### config.mk
export PLATFORM = sky130hd
export DESIGN_NAME = rtg_top
export DESIGN_NICKNAME = d
export VERILOG_FILES = /design/src/rtl/rtg_pkg.sv /design/src/rtl/rtg_geometry.sv /design/src/rtl/rtg_ctrl.sv /design/src/rtl/rtg_datapath.sv /design/src/rtl/rtg_top.sv
export SDC_FILE = /design/constraint.sdc
export NUM_CORES = 1
export LEC_CHECK = 0
export BUFFER_PORTS_ARGS = -buffer_cell sky130_fd_sc_hd__buf_4
export CORE_MARGIN = 2
export CORE_UTILIZATION = 55
export CTS_BUF_LIST = sky130_fd_sc_hd__clkbuf_16
export DETAILED_ROUTE_END_ITERATION = 10
export HOLD_SLACK_MARGIN = 0.12
export PLACE_DENSITY = 0.77
export SLEW_MARGIN = 5
export SYNTH_ARGS = -nofsm -noshare
export SYNTH_HDL_FRONTEND = slang
export SYNTH_SLANG_ARGS = --single-unit
### constraint.sdc
create_clock -name clk -period 3.3 [get_ports clk]
set_input_delay 0 -clock clk [delete_from_list [all_inputs] [get_ports clk]]
set_output_delay 0 -clock clk [all_outputs]
set_load 0.01 [all_outputs]
### src/rtl/rtg_pkg.sv
package rtg_pkg;
  typedef struct packed {
    logic run;    // block is producing frames
    logic latch;  // counters restart; new settings become active
  } rtgCtl_t;
endpackage

### src/rtl/rtg_geometry.sv
module rtg_geometry #(
  parameter int DR_W      = 4,
  parameter int ACC_W     = 16,
  parameter int DOC_STEP  = 4,
  parameter int PIX_LINE  = 32,
  parameter int OVH_CLKS  = 38,
  parameter int MIN_LINES = 33,
  localparam int DOC_W  = $clog2((2**DR_W) * DOC_STEP + 1),
  localparam int LINE_W = $clog2(OVH_CLKS + PIX_LINE * (2**DR_W) * DOC_STEP + 1),
  localparam int LCNT_W = ACC_W + 1
) (
  input  logic [DR_W-1:0]   activeDr,
  input  logic [ACC_W-1:0]  activeAcc,
  output logic [DOC_W-1:0]  docVal,
  output logic [LINE_W-1:0] linePeriod,
  output logic [LCNT_W-1:0] frameLines,
  output logic [LCNT_W-1:0] accFirstLine
);
  localparam int SHORT_MAX = MIN_LINES - 3;

  logic [DOC_W-1:0]  codePlusOne;
  logic [LCNT_W-1:0] accWide;

  assign codePlusOne = DOC_W'(activeDr) + DOC_W'(1);
  assign docVal      = codePlusOne * DOC_W'(DOC_STEP);
  assign linePeriod  = LINE_W'(OVH_CLKS) + LINE_W'(PIX_LINE) * LINE_W'(docVal);
  assign accWide     = LCNT_W'(activeAcc);

  always_comb begin
    if (activeAcc <= ACC_W'(SHORT_MAX)) frameLines = LCNT_W'(MIN_LINES);
    else                                frameLines = accWide + LCNT_W'(2);
  end

  assign accFirstLine = frameLines - accWide;
endmodule

### src/rtl/rtg_ctrl.sv
module rtg_ctrl
  import rtg_pkg::*;
#(
  parameter int DR_W  = 4,
  parameter int ACC_W = 16
) (
  input  logic             clk,
  input  logic             rst,
  input  logic             startReq,
  input  logic             loadReq,
  input  logic [DR_W-1:0]  drIn,
  input  logic [ACC_W-1:0] accIn,
  input  logic             frameEnd,
  output rtgCtl_t          ctl,
  output logic [DR_W-1:0]  activeDr,
  output logic [ACC_W-1:0] activeAcc
);
  logic             running;
  logic [DR_W-1:0]  pendDr;
  logic [ACC_W-1:0] pendAcc;
  logic             goNow;
  logic             latchNow;

  assign goNow    = startReq && !running;
  assign latchNow = goNow || frameEnd;

  always_ff @(posedge clk) begin
    if (rst) begin
      running   <= 1'b0;
      pendDr    <= '0;
      pendAcc   <= '0;
      activeDr  <= '0;
      activeAcc <= '0;
    end else begin
      if (goNow) running <= 1'b1;
      if (loadReq) begin
        pendDr  <= drIn;
        pendAcc <= accIn;
      end
      if (latchNow) begin
        activeDr  <= loadReq ? drIn  : pendDr;
        activeAcc <= loadReq ? accIn : pendAcc;
      end
    end
  end

  assign ctl.run   = running;
  assign ctl.latch = latchNow;
endmodule

### src/rtl/rtg_datapath.sv
module rtg_datapath
  import rtg_pkg::*;
#(
  parameter int DR_W      = 4,
  parameter int ACC_W     = 16,
  parameter int DOC_STEP  = 4,
  parameter int PIX_LINE  = 32,
  parameter int OVH_CLKS  = 38,
  parameter int MIN_LINES = 33,
  localparam int DOC_W  = $clog2((2**DR_W) * DOC_STEP + 1),
  localparam int LINE_W = $clog2(OVH_CLKS + PIX_LINE * (2**DR_W) * DOC_STEP + 1),
  localparam int LCNT_W = ACC_W + 1
) (
  input  logic             clk,
  input  logic             rst,
  input  rtgCtl_t          ctl,
  input  logic [DR_W-1:0]  activeDr,
  input  logic [ACC_W-1:0] activeAcc,
  output logic             pixStb,
  output logic             lineStart,
  output logic             frameStart,
  output logic             accWin,
  output logic             frameEnd
);
  logic [DOC_W-1:0]  docVal;
  logic [LINE_W-1:0] linePeriod;
  logic [LCNT_W-1:0] frameLines;
  logic [LCNT_W-1:0] accFirstLine;

  logic [LINE_W-1:0] clkCnt;
  logic [LCNT_W-1:0] lineCnt;
  logic [DOC_W-1:0]  phase;
  logic              lastClk;
  logic              lastLine;
  logic              inPixel;

  rtg_geometry #(
    .DR_W(DR_W), .ACC_W(ACC_W), .DOC_STEP(DOC_STEP), .PIX_LINE(PIX_LINE),
    .OVH_CLKS(OVH_CLKS), .MIN_LINES(MIN_LINES)
  ) u_geom (
    .activeDr    (activeDr),
    .activeAcc   (activeAcc),
    .docVal      (docVal),
    .linePeriod  (linePeriod),
    .frameLines  (frameLines),
    .accFirstLine(accFirstLine)
  );

  assign lastClk  = (clkCnt == linePeriod - LINE_W'(1));
  assign lastLine = (lineCnt == frameLines - LCNT_W'(1));
  assign inPixel  = (clkCnt >= LINE_W'(OVH_CLKS));
  assign frameEnd = ctl.run && lastClk && lastLine;

  always_ff @(posedge clk) begin
    if (rst || !ctl.run || ctl.latch) begin
      clkCnt  <= '0;
      lineCnt <= '0;
      phase   <= '0;
    end else begin
      if (lastClk) begin
        clkCnt  <= '0;
        lineCnt <= lineCnt + LCNT_W'(1);
      end else begin
        clkCnt <= clkCnt + LINE_W'(1);
      end
      if (!inPixel || phase == docVal - DOC_W'(1)) phase <= '0;
      else                                          phase <= phase + DOC_W'(1);
    end
  end

  assign pixStb     = ctl.run && inPixel && (phase == '0);
  assign lineStart  = ctl.run && (clkCnt == '0);
  assign frameStart = lineStart && (lineCnt == '0);
  assign accWin     = ctl.run && (activeAcc != '0) && (lineCnt >= accFirstLine);
endmodule

### src/rtl/rtg_top.sv
module rtg_top
  import rtg_pkg::*;
#(
  parameter int DR_W      = 4,
  parameter int ACC_W     = 16,
  parameter int DOC_STEP  = 4,
  parameter int PIX_LINE  = 32,
  parameter int OVH_CLKS  = 38,
  parameter int MIN_LINES = 33
) (
  input  logic             clk,
  input  logic             rst,
  input  logic             startReq,
  input  logic             loadReq,
  input  logic [DR_W-1:0]  drIn,
  input  logic [ACC_W-1:0] accIn,
  output logic             pixStb,
  output logic             lineStart,
  output logic             frameStart,
  output logic             accWin
);
  rtgCtl_t          ctl;
  logic [DR_W-1:0]  activeDr;
  logic [ACC_W-1:0] activeAcc;
  logic             frameEnd;
  logic             runNow;

  assign runNow = ctl.run;

  rtg_ctrl #(.DR_W(DR_W), .ACC_W(ACC_W)) u_ctrl (
    .clk      (clk),
    .rst      (rst),
    .startReq (startReq),
    .loadReq  (loadReq),
    .drIn     (drIn),
    .accIn    (accIn),
    .frameEnd (frameEnd),
    .ctl      (ctl),
    .activeDr (activeDr),
    .activeAcc(activeAcc)
  );

  rtg_datapath #(
    .DR_W(DR_W), .ACC_W(ACC_W), .DOC_STEP(DOC_STEP), .PIX_LINE(PIX_LINE),
    .OVH_CLKS(OVH_CLKS), .MIN_LINES(MIN_LINES)
  ) u_dp (
    .clk       (clk),
    .rst       (rst),
    .ctl       (ctl),
    .activeDr  (activeDr),
    .activeAcc (activeAcc),
    .pixStb    (pixStb),
    .lineStart (lineStart),
    .frameStart(frameStart),
    .accWin    (accWin),
    .frameEnd  (frameEnd)
  );
endmodule

After elaboration in Yosys (flattened, before gate mapping)

Index checks and enable logic that the tools add are counted.

Flip-flop bits (word level): 77
Input port bits: 24
Output and inout bits: 4
Word-level logic and storage cells: 48

$add $sub $neg: 10
Order comparisons: 3
Eq/ne operators: 3
Mux-type cells: 3
Reduce and logical (&&, ||, !) cells: 21

Operator list:

| kind                                                                   | number |
|---|---|
| 16-bit by 2-bit adder with 17-bit output, second input constant        | 1 |
| 17-bit by 1-bit adder with 17-bit output, second input constant        | 1 |
| 17-bit == test                                                         | 1 |
| 17-bit >= comparator                                                   | 1 |
| 17-bit logical NOT                                                     | 1 |
| 17-bit 2-to-1 mux                                                      | 1 |
| 17-bit by 1-bit subtractor with 17-bit output, second input constant   | 1 |
| 17-bit by 16-bit subtractor with 17-bit output                         | 1 |
| 16-bit by 5-bit <= comparator with 1-bit output, second input constant | 1 |
| 16-bit 2-to-1 mux                                                      | 1 |
| 16-bit nonzero test                                                    | 1 |
| 12-bit by 1-bit adder with 12-bit output, second input constant        | 1 |
| 6-bit by 12-bit adder with 12-bit output, first input constant         | 1 |
| 12-bit == test                                                         | 1 |
| 12-bit by 6-bit >= comparator with 1-bit output, second input constant | 1 |
| 12-bit logical NOT                                                     | 1 |
| 12-bit by 1-bit subtractor with 12-bit output, second input constant   | 1 |
| 1-bit logical AND                                                      | 9 |
| 7-bit by 1-bit adder with 7-bit output, second input constant          | 1 |
| 7-bit == test                                                          | 1 |
| 7-bit logical NOT                                                      | 1 |
| 7-bit by 1-bit subtractor with 7-bit output, second input constant     | 1 |
| 4-bit by 1-bit adder with 5-bit output, second input constant          | 1 |
| 1-bit logical OR                                                       | 4 |
| 3 further kinds                                                        | 5 |

Longest topological paths before layout

Gate-level depths: netlist (run 1).

Word-level depth: 9
Depth in mapped cells: 17
Depth with buffers taken out: 16

Modules after synthesis

Synthesis (run 1) repeated with hierarchy kept, for this count alone.

Cell total of the unflattened synthesis: 813
Area total of the unflattened synthesis: 6,530.0 um^2

By module, submodules not included:

| module       | instances | cells an instance | area an instance (um^2) | seq. area each (um^2) |
|---|---|---|---|---|
| rtg_datapath | 1         | 452               | 3,449.6                 | 720.7 |
| rtg_geometry | 1         | 221               | 1,612.8                 | 0.0 |
| rtg_ctrl     | 1         | 140               | 1,467.7                 | 820.8 |

Least setup slack after synthesis (run 1)

OpenSTA, ideal clock, no wires.

Path kind: flip-flop to output port
Start point: reg u_ctrl.activeAcc[10]
End point: out accWin
Arrival: 3.578 ns
Required time: 3.300 ns
Setup slack: -0.278 ns
Stages on the path, launching flop included: 15
Cell sequence: dfxtp_1 > buf_2 > or4_1 > a2111oi_4 > o211ai_1 > a221oi_1 > nand2b_1 > and3_1 > o21ai_0 > a21oi_1 > xor2_1 > ha_1 > and4_1 > o211ai_1 > o31ai_1

Word-level cells in the longest chain between the ends: 5

RTL lines:

| item                                                                                                               | RTL line                               | RTL |
|---|---|---|
| from (decl)                                                                                                        | rtg_ctrl.sv:16                         | `output logic [ACC_W-1:0] activeAcc` |
| from (signal assigned)                                                                                             | rtg_ctrl.sv:42                         | `activeAcc <= loadReq ? accIn : pendAcc;` |
| 16-bit by 2-bit adder with 17-bit output / 16-bit by 5-bit <= comparator with 1-bit output (equally long branches) | rtg_geometry.sv:31, rtg_geometry.sv:30 |  |
| 17-bit 2-to-1 mux                                                                                                  | rtg_geometry.sv:30                     | `if (activeAcc <= ACC_W'(SHORT_MAX)) frameLines = LCNT_W'(MIN_LINES);` |
| 17-bit by 16-bit subtractor with 17-bit output                                                                     | rtg_geometry.sv:34                     | `assign accFirstLine = frameLines - accWide;` |
| 17-bit >= comparator                                                                                               | rtg_datapath.sv:74                     | `assign accWin = ctl.run && (activeAcc != '0) && (lineCnt >= accFirstLine);` |
| 1-bit logical AND *                                                                                                | rtg_datapath.sv:74                     |  |
| to (decl)                                                                                                          | rtg_top.sv:20                          | `output logic accWin` |

Mark *: on every way between the ends. The rest lies on a longest branch, timed or not.

Worst setup path after layout (run 1)

Start point: reg u_ctrl.activeAcc[15]
End point: out accWin

Same word-level chain as after synthesis.

==> metrics.md, run 1 <==
| Metric | Value |
|---|---|
| CTS Sinks | between 70 and 80 |
| Pin count of the biggest net entering global routing | 45 |
| GPL Wtd Cong | between 0.9 and 1 |
| Critical-path cell list | or4_4 -> a2111oi_4 -> buf_4 -> nor2_4 -> a221oi_2 -> nand2b_4 -> buf_4 -> and3_4 -> o21ai_0 -> ha_1 -> buf_4 -> a21oi_2 -> o41ai_2 -> a21o_1 -> a21oi_2 -> a21o_1 -> o31ai_2 -> buf_4 |
| Reg area | between 1500 and 2000 µm² |
| Leak | 2.93 nW |
| Layout cells sized above 1 | about a quarter |
| DRC | 0 |
| Failing checks | negative setup slack |
| Post-Syn Nets | between 700 and 800 |
| Worst slew margin | a little under two thirds |
| Syn Area/Cell | just over 8 µm² |
| Core Util, Final | around 73% |
| Post-Syn Area | 5580 µm² |
| Total track usage | between 20% and 30% |
| Initial detailed-routing violation count | roughly 420 |
| Worst slew pin tran | between 500 and 600 ps |
| Hold Path Class | primary input to register |
| Worst Setup Start Kind | register |
| Worst path bufs/invs | 4 |
| Die Y | about 100 µm |
| Reg2reg start | u_ctrl.activeAcc[15] |
| CP endpoint kind | output pin |
| Vias | approximately 5,500 |
| Crit path max fanout | 3 |
| Seq/Total Area, Yosys | 27.6% |
| Met1 usage | a little over a third |
| Final WS setup | -742 ps |
| Global-route wire length before repair | approximately 26,000 µm |
| Row count | 36 |
| Vias in the first global route | ~5,400 |
| Area of the multi-input gates | 4060 µm² |
| Met2 Use GR | around half |
| Critical path arrival | a little over 4000 ps |
| First drt pass iteration count | 8 |
| Setup TNS after final layout | -5860 ps |
| Final Cell Area | 7190 µm² |
| Nets | roughly 840 |
| Slowest CP cell | or4_4 |
| Max-cap violation count | 0 |
| Synthesis-to-finish area growth | 28.9% |
| Period utilisation layout | 122% |
| Gr busiest metal | met2 |
| Clk_lat worst skew | 330 ps |
| Most used DFF post-synth | dfxtp_1 |
| Synth async-reset ratio | 0% |
| Crit path required time | 3300 ps |
| F_max | roughly 250 MHz |
| Maximum VDD drop | around 0.27 mV |
| RSZ-0062 raised after global routing | true |
| Most frequent cell on the critical path | buf_4 |
| Slew Limit Fails | 0 |
| Port Buffers | 27 |
| CTS tree | yes |
| Clock Skews | 5.27 ps |
| # IOs | 28 |
| Critical Path Max Stage Delay | approximately 590 ps |
| Syn. warnings | 0 |
| Ant diodes | 0 |
| FF-to-FF setup slack | -250 ps |
| Overflow after GRT | 0 |
| Status | finished, violations left |
| Routed WL | between 15,000 and 20,000 µm |
| Maximum buffer depth of the clock tree | 2 |
| Critical path capture point | accWin |
| Core ar. | 9820 µm² |
| Final setup fails | 45 |
| CTS clock-pin slew for the worst setup and hold paths | approximately 60 ps |
| R2R Path End | u_ctrl.activeAcc[14] |
| Final count of hold timing violations | 0 |
| CP delay by family, top | compound AO/OA/AOI/OAI gates |
| WL/cell | ~18 µm |
| H-tree Lvls | 3 |
| CP Class | register to output pin |
| FILL cells | 718 |
| Clk root buf | clkbuf_16 |
| Synth cell types | 61 |
| Die ar. | between 10,000 and 15,000 µm² |
| P per Cell Area | 379 nW/µm² |
| Antenna violations before repair | 0 |
| Grt met3 use | between 5 and 6% |
| CP Launch Point | u_ctrl.activeAcc[15] |
| Post-Syn Instances | approximately 680 |
| CP Depth | 18 |
| Yosys reg bits | 77 |
| DRT antenna net count | 0 |
| Die X | around 100 µm |
| Number of synthesized flops with an enable pin | 0 |
| Post-layout min period | roughly 4000 ps |
| Initial cell density of the core | between 50% and 60% |
| Dpl cell area | between 6000 and 7000 µm² |
| Vias per cell | just under 6 |
| TritonCTS Buffers | 9 |
| Detailed Place HPWL | 11,100 µm |
| Reg2Reg Depth | 13 |
[cell type report]
class	instances	share of cell area, %
repair buffers	130	14.8
flip-flops and latches	77	21.5
clock buffers	9	3.13
inverters	22	1.15
clock inverters	7	0.592
well taps	133	2.32
multi-input cells	542	56.5
[worst reg2reg max path: cells and delay by family, from the launching register on]
family / cells / cell delay, ps
muxes: 1 / 330
and+or+nand+nor: 7 / 1800
xor gates and xnor gates: 1 / 160
AOI/OAI and AO/OA: 1 / 290
buffers and inverters: 2 / 350
adders and majority gates: 1 / 190
DFF: 1 / 320
[timing repair]
item	CTS	global route
hold buffers	22	0
setup endpoints to repair	38	45
gates resized for setup	18	26
buffers inserted	8	5
pin swaps	12	16
hold endpoints to repair	29	0
gates cloned	1	0
[flip-flops by register name, summed over array words and instances (netlist names)]
signal / cells
u_ctrl.running: 1
u_ctrl.pendDr: 4
u_dp.phase: 7
u_ctrl.activeDr: 4
u_dp.lineCnt: 17
u_ctrl.pendAcc: 16
u_ctrl.activeAcc: 16
u_dp.clkCnt: 12
[placed cells by master, fill, tap and decap left out, drive strengths merged, types with 22 or more instances in the layout]
cell type    count
a21oi           22
nor2            83
buf            108
nand3           32
dfxtp           77
ha              30
inv             24
nand2           44
xnor2           49
o21ai           22
nor3            37
dlygate4sd3     22
xor2            36
[where the power goes]
group,internal (mW),total [mW],leakage (nW),switching [mW]
clock network,0.505,0.900,0.134,0.395
logic,0.424,0.837,2.17,0.413
registers,0.960,0.984,0.628,0.0243
[routing by layer]
metal  part of all wire, %  wire [µm]
met4                   3.3        538
met3                   6.0        963
met5                     0          0
met2                    49       7940
met1                    41       6680
[kinds of logic after synthesis]
kind of cell / count (synthesis) / synth area share [%]
AOI/OAI and AO/OA: 89 / 10.9
xor gates and xnor gates: 86 / 13.8
adders and majority gates: 30 / 6.73
buffers and inverters: 60 / 4.44
DFF: 77 / 27.6
muxes: 42 / 9.36
other: 1 / 0.0673
and+or+nand+nor: 294 / 27.1
[synth_stat cells, types with 4 or more instances]
cell,n,area [µm²]
nand2_1,44,165
mux2i_1,21,210
nand4_1,13,81.3
nor3b_1,4,30.0
and3_1,16,100
nand2b_1,5,31.3
clkbuf_1,29,109
xnor2_1,49,429
nor4b_1,5,43.8
ha_1,30,375
and4_1,6,52.6
xor2_1,36,315
o21a_1,5,37.5
nand3_1,32,160
a21oi_1,22,110
nor2b_1,13,81.3
o21ai_0,19,95.1
nor4_1,18,113
nand4b_1,5,43.8
inv_1,22,82.6
mux2_4,20,300
o211ai_1,6,45.0
dfxtp_1,77,1540
a21o_1,4,30.0
buf_2,6,30.0
nor3_1,36,180
nor2_1,82,308
[how the worst min path moves through the flow]
stage,start,end,slack [ps],cells after the start
floorplan,startReq,u_ctrl.running,120,2
global placement,startReq,u_ctrl.running,220,3
detailed placement,startReq,u_ctrl.running,240,3
CTS,rst,u_ctrl.pendAcc[2],150,2
global route,rst,u_ctrl.pendAcc[2],170,2
finish,rst,u_ctrl.pendAcc[2],150,2
[metrics by stage]
stage                     std cells  setup slack, ps  hold WS, ps  power (mW)
after floorplan                 679             -103          116        1.44
after global placement          868             -209          225        1.68
after detailed placement        868             -296          236        1.70
after CTS                       915             -574          147        2.66
after global routing            920             -869          170        2.84
final                           920             -742          154        2.72
No activity file was read; power rests on OpenSTA's default activity.
==> run 2: changes to the inputs <==
--- a/config.mk
+++ b/config.mk
@@ -5,13 +5,13 @@
 export SDC_FILE = /design/constraint.sdc
 export NUM_CORES = 1
 export LEC_CHECK = 0
-export BUFFER_PORTS_ARGS = -buffer_cell sky130_fd_sc_hd__buf_4
 export CORE_MARGIN = 2
 export CORE_UTILIZATION = 55
 export CTS_BUF_LIST = sky130_fd_sc_hd__clkbuf_16
 export DETAILED_ROUTE_END_ITERATION = 10
+export DONT_BUFFER_PORTS = 1
 export HOLD_SLACK_MARGIN = 0.12
-export PLACE_DENSITY = 0.77
+export PLACE_DENSITY = 0.74
 export SLEW_MARGIN = 5
 export SYNTH_ARGS = -nofsm -noshare
 export SYNTH_HDL_FRONTEND = slang
==> run 2 against run 1 <==
  * Sequential power about the same
  * Clock-buffer cell count stayed put
  * Flip-flop and latch count stayed put
  * The run still ends with negative setup slack left
  * Register-to-register slack got worse by 200 ps
  * Critical endpoint unchanged
==> metrics.md, run 2 (synthesized netlist as in run 1, its figures left out) <==
| Metric | Value |
|---|---|
| Routed WL | 17,900 µm (+11%) |
| Global-route wire length before repair | 28,200 µm (+6.9%) |
| RSZ-0062 raised after global routing | true |
| Clk root buf | clkbuf_16 |
| WL/cell | 19.4 µm (+11%) |
| H-tree Lvls | 3 (unchanged) |
| GPL Wtd Cong | 0.975 (+0.76%) |
| Period utilisation layout | 121% (-1.4 points) |
| Worst Setup Start Kind | register |
| Crit path required time | 3300 ps (about the same) |
| Dpl cells | 845 (-2.6%) |
| First drt pass iteration count | 8 (unchanged) |
| Final count of hold timing violations | 0 (unchanged) |
| Vias in the first global route | 5,667 (+4.2%) |
| Status | finished, violations left |
| Flop pwr share | 34.5% (-1.7 points) |
| Top flop regs | u_dp.lineCnt: 17 flops, u_ctrl.activeAcc: 16 flops, u_ctrl.pendAcc: 16 flops |
| Antenna violations before repair | 0 (unchanged) |
| Leak | 2.93 nW (about the same) |
| Met2 Use GR | 54.2% (+3.5 points) |
| Slew Limit Fails | 0 (unchanged) |
| Clk_lat worst skew | 330 ps (about the same) |
| Final setup fails | 45 (unchanged) |
| P per Cell Area | 390 nW/µm² (+3.1%) |
| DRT antenna net count | 0 (unchanged) |
| Sw power | 0.866 mW (+4.1%) |
| Reg2Reg Depth | 14 (+1) |
| Clock power share | 34.4% (+1.3 points) |
| Total track usage | 31.7% (+2.5 points) |
| Max reg flops | 17 (unchanged) |
| CP endpoint kind | output pin |
| Combinational group share of total power | 31.1% (+0.3 points) |
| Most frequent cells in the layout | buf_4, nor2_1, dfxtp_1, xnor2_1 |
| Failing checks | negative setup slack |
| Met1 usage | 37.3% (+1.5 points) |
| Pin count of the biggest net entering global routing | 44 (-2.2%) |
| Dpl cell area | 6210 µm² (-2.7%) |
| Maximum VDD drop | 0.312 mV (+16%) |
| Grt met3 use | 6.67% (+1.6 points) |
| Final WS setup | -697 ps (+45.0 ps) |
| CTS tree | yes |
| Vias | 5,736 (+4.4%) |
| Post-layout min period | 4000 ps (-45.0 ps) |
| Cell Count, Final, Fillers Out | 922 (+0.22%) |
| Final Cell Area | 7310 µm² (+1.7%) |
| Clock Skews | 7.83 ps (+2.55 ps) |
| Row count | 36 (unchanged) |
| CTS Sinks | 77 (unchanged) |
| FILL cells | 685 (-4.6%) |
| Die Y | 105 µm (unchanged) |
| Synthesis-to-finish area growth | 31.1% |
| Gr busiest metal | met2 |
| Crit path max fanout | 4 (+1) |
| Ant diodes | 0 (unchanged) |
| Worst slew margin | 31.3% (-33 points) |
| Most common cell after layout, fill and taps aside | buf_4 |
| Die ar. | 11,000 µm² (unchanged) |
| Core ar. | 9820 µm² (unchanged) |
| Hold path depth | 3 (+1) |
| Critical path arrival | 4000 ps (-40 ps) |
| TritonCTS Buffers | 9 (unchanged) |
| DRC | 0 (unchanged) |
| # IOs | 28 (unchanged) |
| Maximum buffer depth of the clock tree | 2 (unchanged) |
| Overall power | 2.85 mW (+4.9%) |
| Overflow after GRT | 0 (unchanged) |
| F_max | 250 MHz (+1.1%) |
| Initial cell density of the core | 56.8% (unchanged) |
| CTS clock-pin slew for the worst setup and hold paths | 70 ps (about the same) |
| Die X | 105 µm (unchanged) |
| Hold Path Class | primary input to register |
| Max-cap violation count | 0 (unchanged) |
| CP Class | register to output pin |
| Vias per cell | 6.22 (+4.2%) |
| Port Buffers | 0 (-100%) |
| Internal power | 1.99 mW (+5.2%) |
| Nets | 839 (+0.36%) |
| Detailed Place HPWL | 11,100 µm (-0.28%) |
| Layout cells sized above 1 | 21.9% (-2.9 points) |
| Place WS | -256 ps (+39.6 ps) |
| Worst slew pin tran | 1030 ps (+493 ps) |
| Sw frac | 30.4% (-0.23 points) |
| Top reg by flops | u_dp.lineCnt |
| Initial detailed-routing violation count | 534 (+28%) |
-- run 2: cell types whose count changed in the layout (fill, tap and decap cells not counted), moves of 2 or more --
cell / previous run / this run
a21oi_1: 19 / 22
a21oi_2: 3 / 0
buf_6: 6 / 4
dlygate4sd3_1: 22 / 42
buf_4: 101 / 83
-- run 2: power groups by stage --
stage               combinational [mW]  clock (mW)  sequential (mW)
global placement                 0.637           0             1.00
detailed placement               0.656           0             1.00
floorplan                        0.446           0            0.996
global route                     0.932        1.03            0.986
CTS                              0.767        1.00            0.981
finish                           0.887       0.982            0.985
-- run 2: worst paths after layout --
kind	end	startpoint	slack, ps
min reg2reg	u_dp.phase[0]	u_ctrl.running	500
max	accWin	u_ctrl.activeAcc[15]	-700
min	u_ctrl.running	startReq	340
max reg2reg	u_ctrl.activeAcc[13]	u_ctrl.activeAcc[15]	-450
-- run 2: timing repair --
item,CTS,global route
hold buffers,43,0
setup endpoints to repair,44,45
buffers inserted,7,12
cloned,2,0
pin swaps,15,27
hold endpoints to repair,43,0
gates resized for setup,15,28
-- run 2: per-stage QoR --
stage / util (%) / hold WS (ps) / setup TNS [ps]
after floorplan: - / 116 / -543
final: 74.5 / 341 / -14110
after global routing: 74.5 / 351 / -17830
after detailed placement: 63.2 / 79.3 / -3080
after global placement: 63.2 / 77.4 / -1240
after CTS: 72.2 / 312 / -8080
-- run 2: layer usage --
layer  routed length [µm]  vias to the layer above
met5                    0                        -
met3                 1160                       85
met2                 8810                      308
li1                     -                     2623
met1                 7110                     2720
met4                  850                        0
-- run 2: final cells by class --
cell class,count,area (µm²),share of cell area [%]
multi-input combinational,542,4050,55.4
clock buffer,9,225,3.08
sequential,77,1550,21.2
timing repair buffer,133,1170,16.0
tap,133,166,2.28
inverter,22,82.6,1.13
clock inverter,6,63.8,0.873
-- run 2: critical path: stages (launching register included) --
cell and delay [ps]:
dfxtp_2 320, or4_4 580, a2111oi_4 350, o211ai_1 160, a221oi_2 420, nand2b_4 240, buf_4 130, o211ai_1 100
ha_1 340, nand2_1 120, o41ai_2 380, a21o_1 170, a21oi_1 60, a21o_1 200, o31ai_4 80
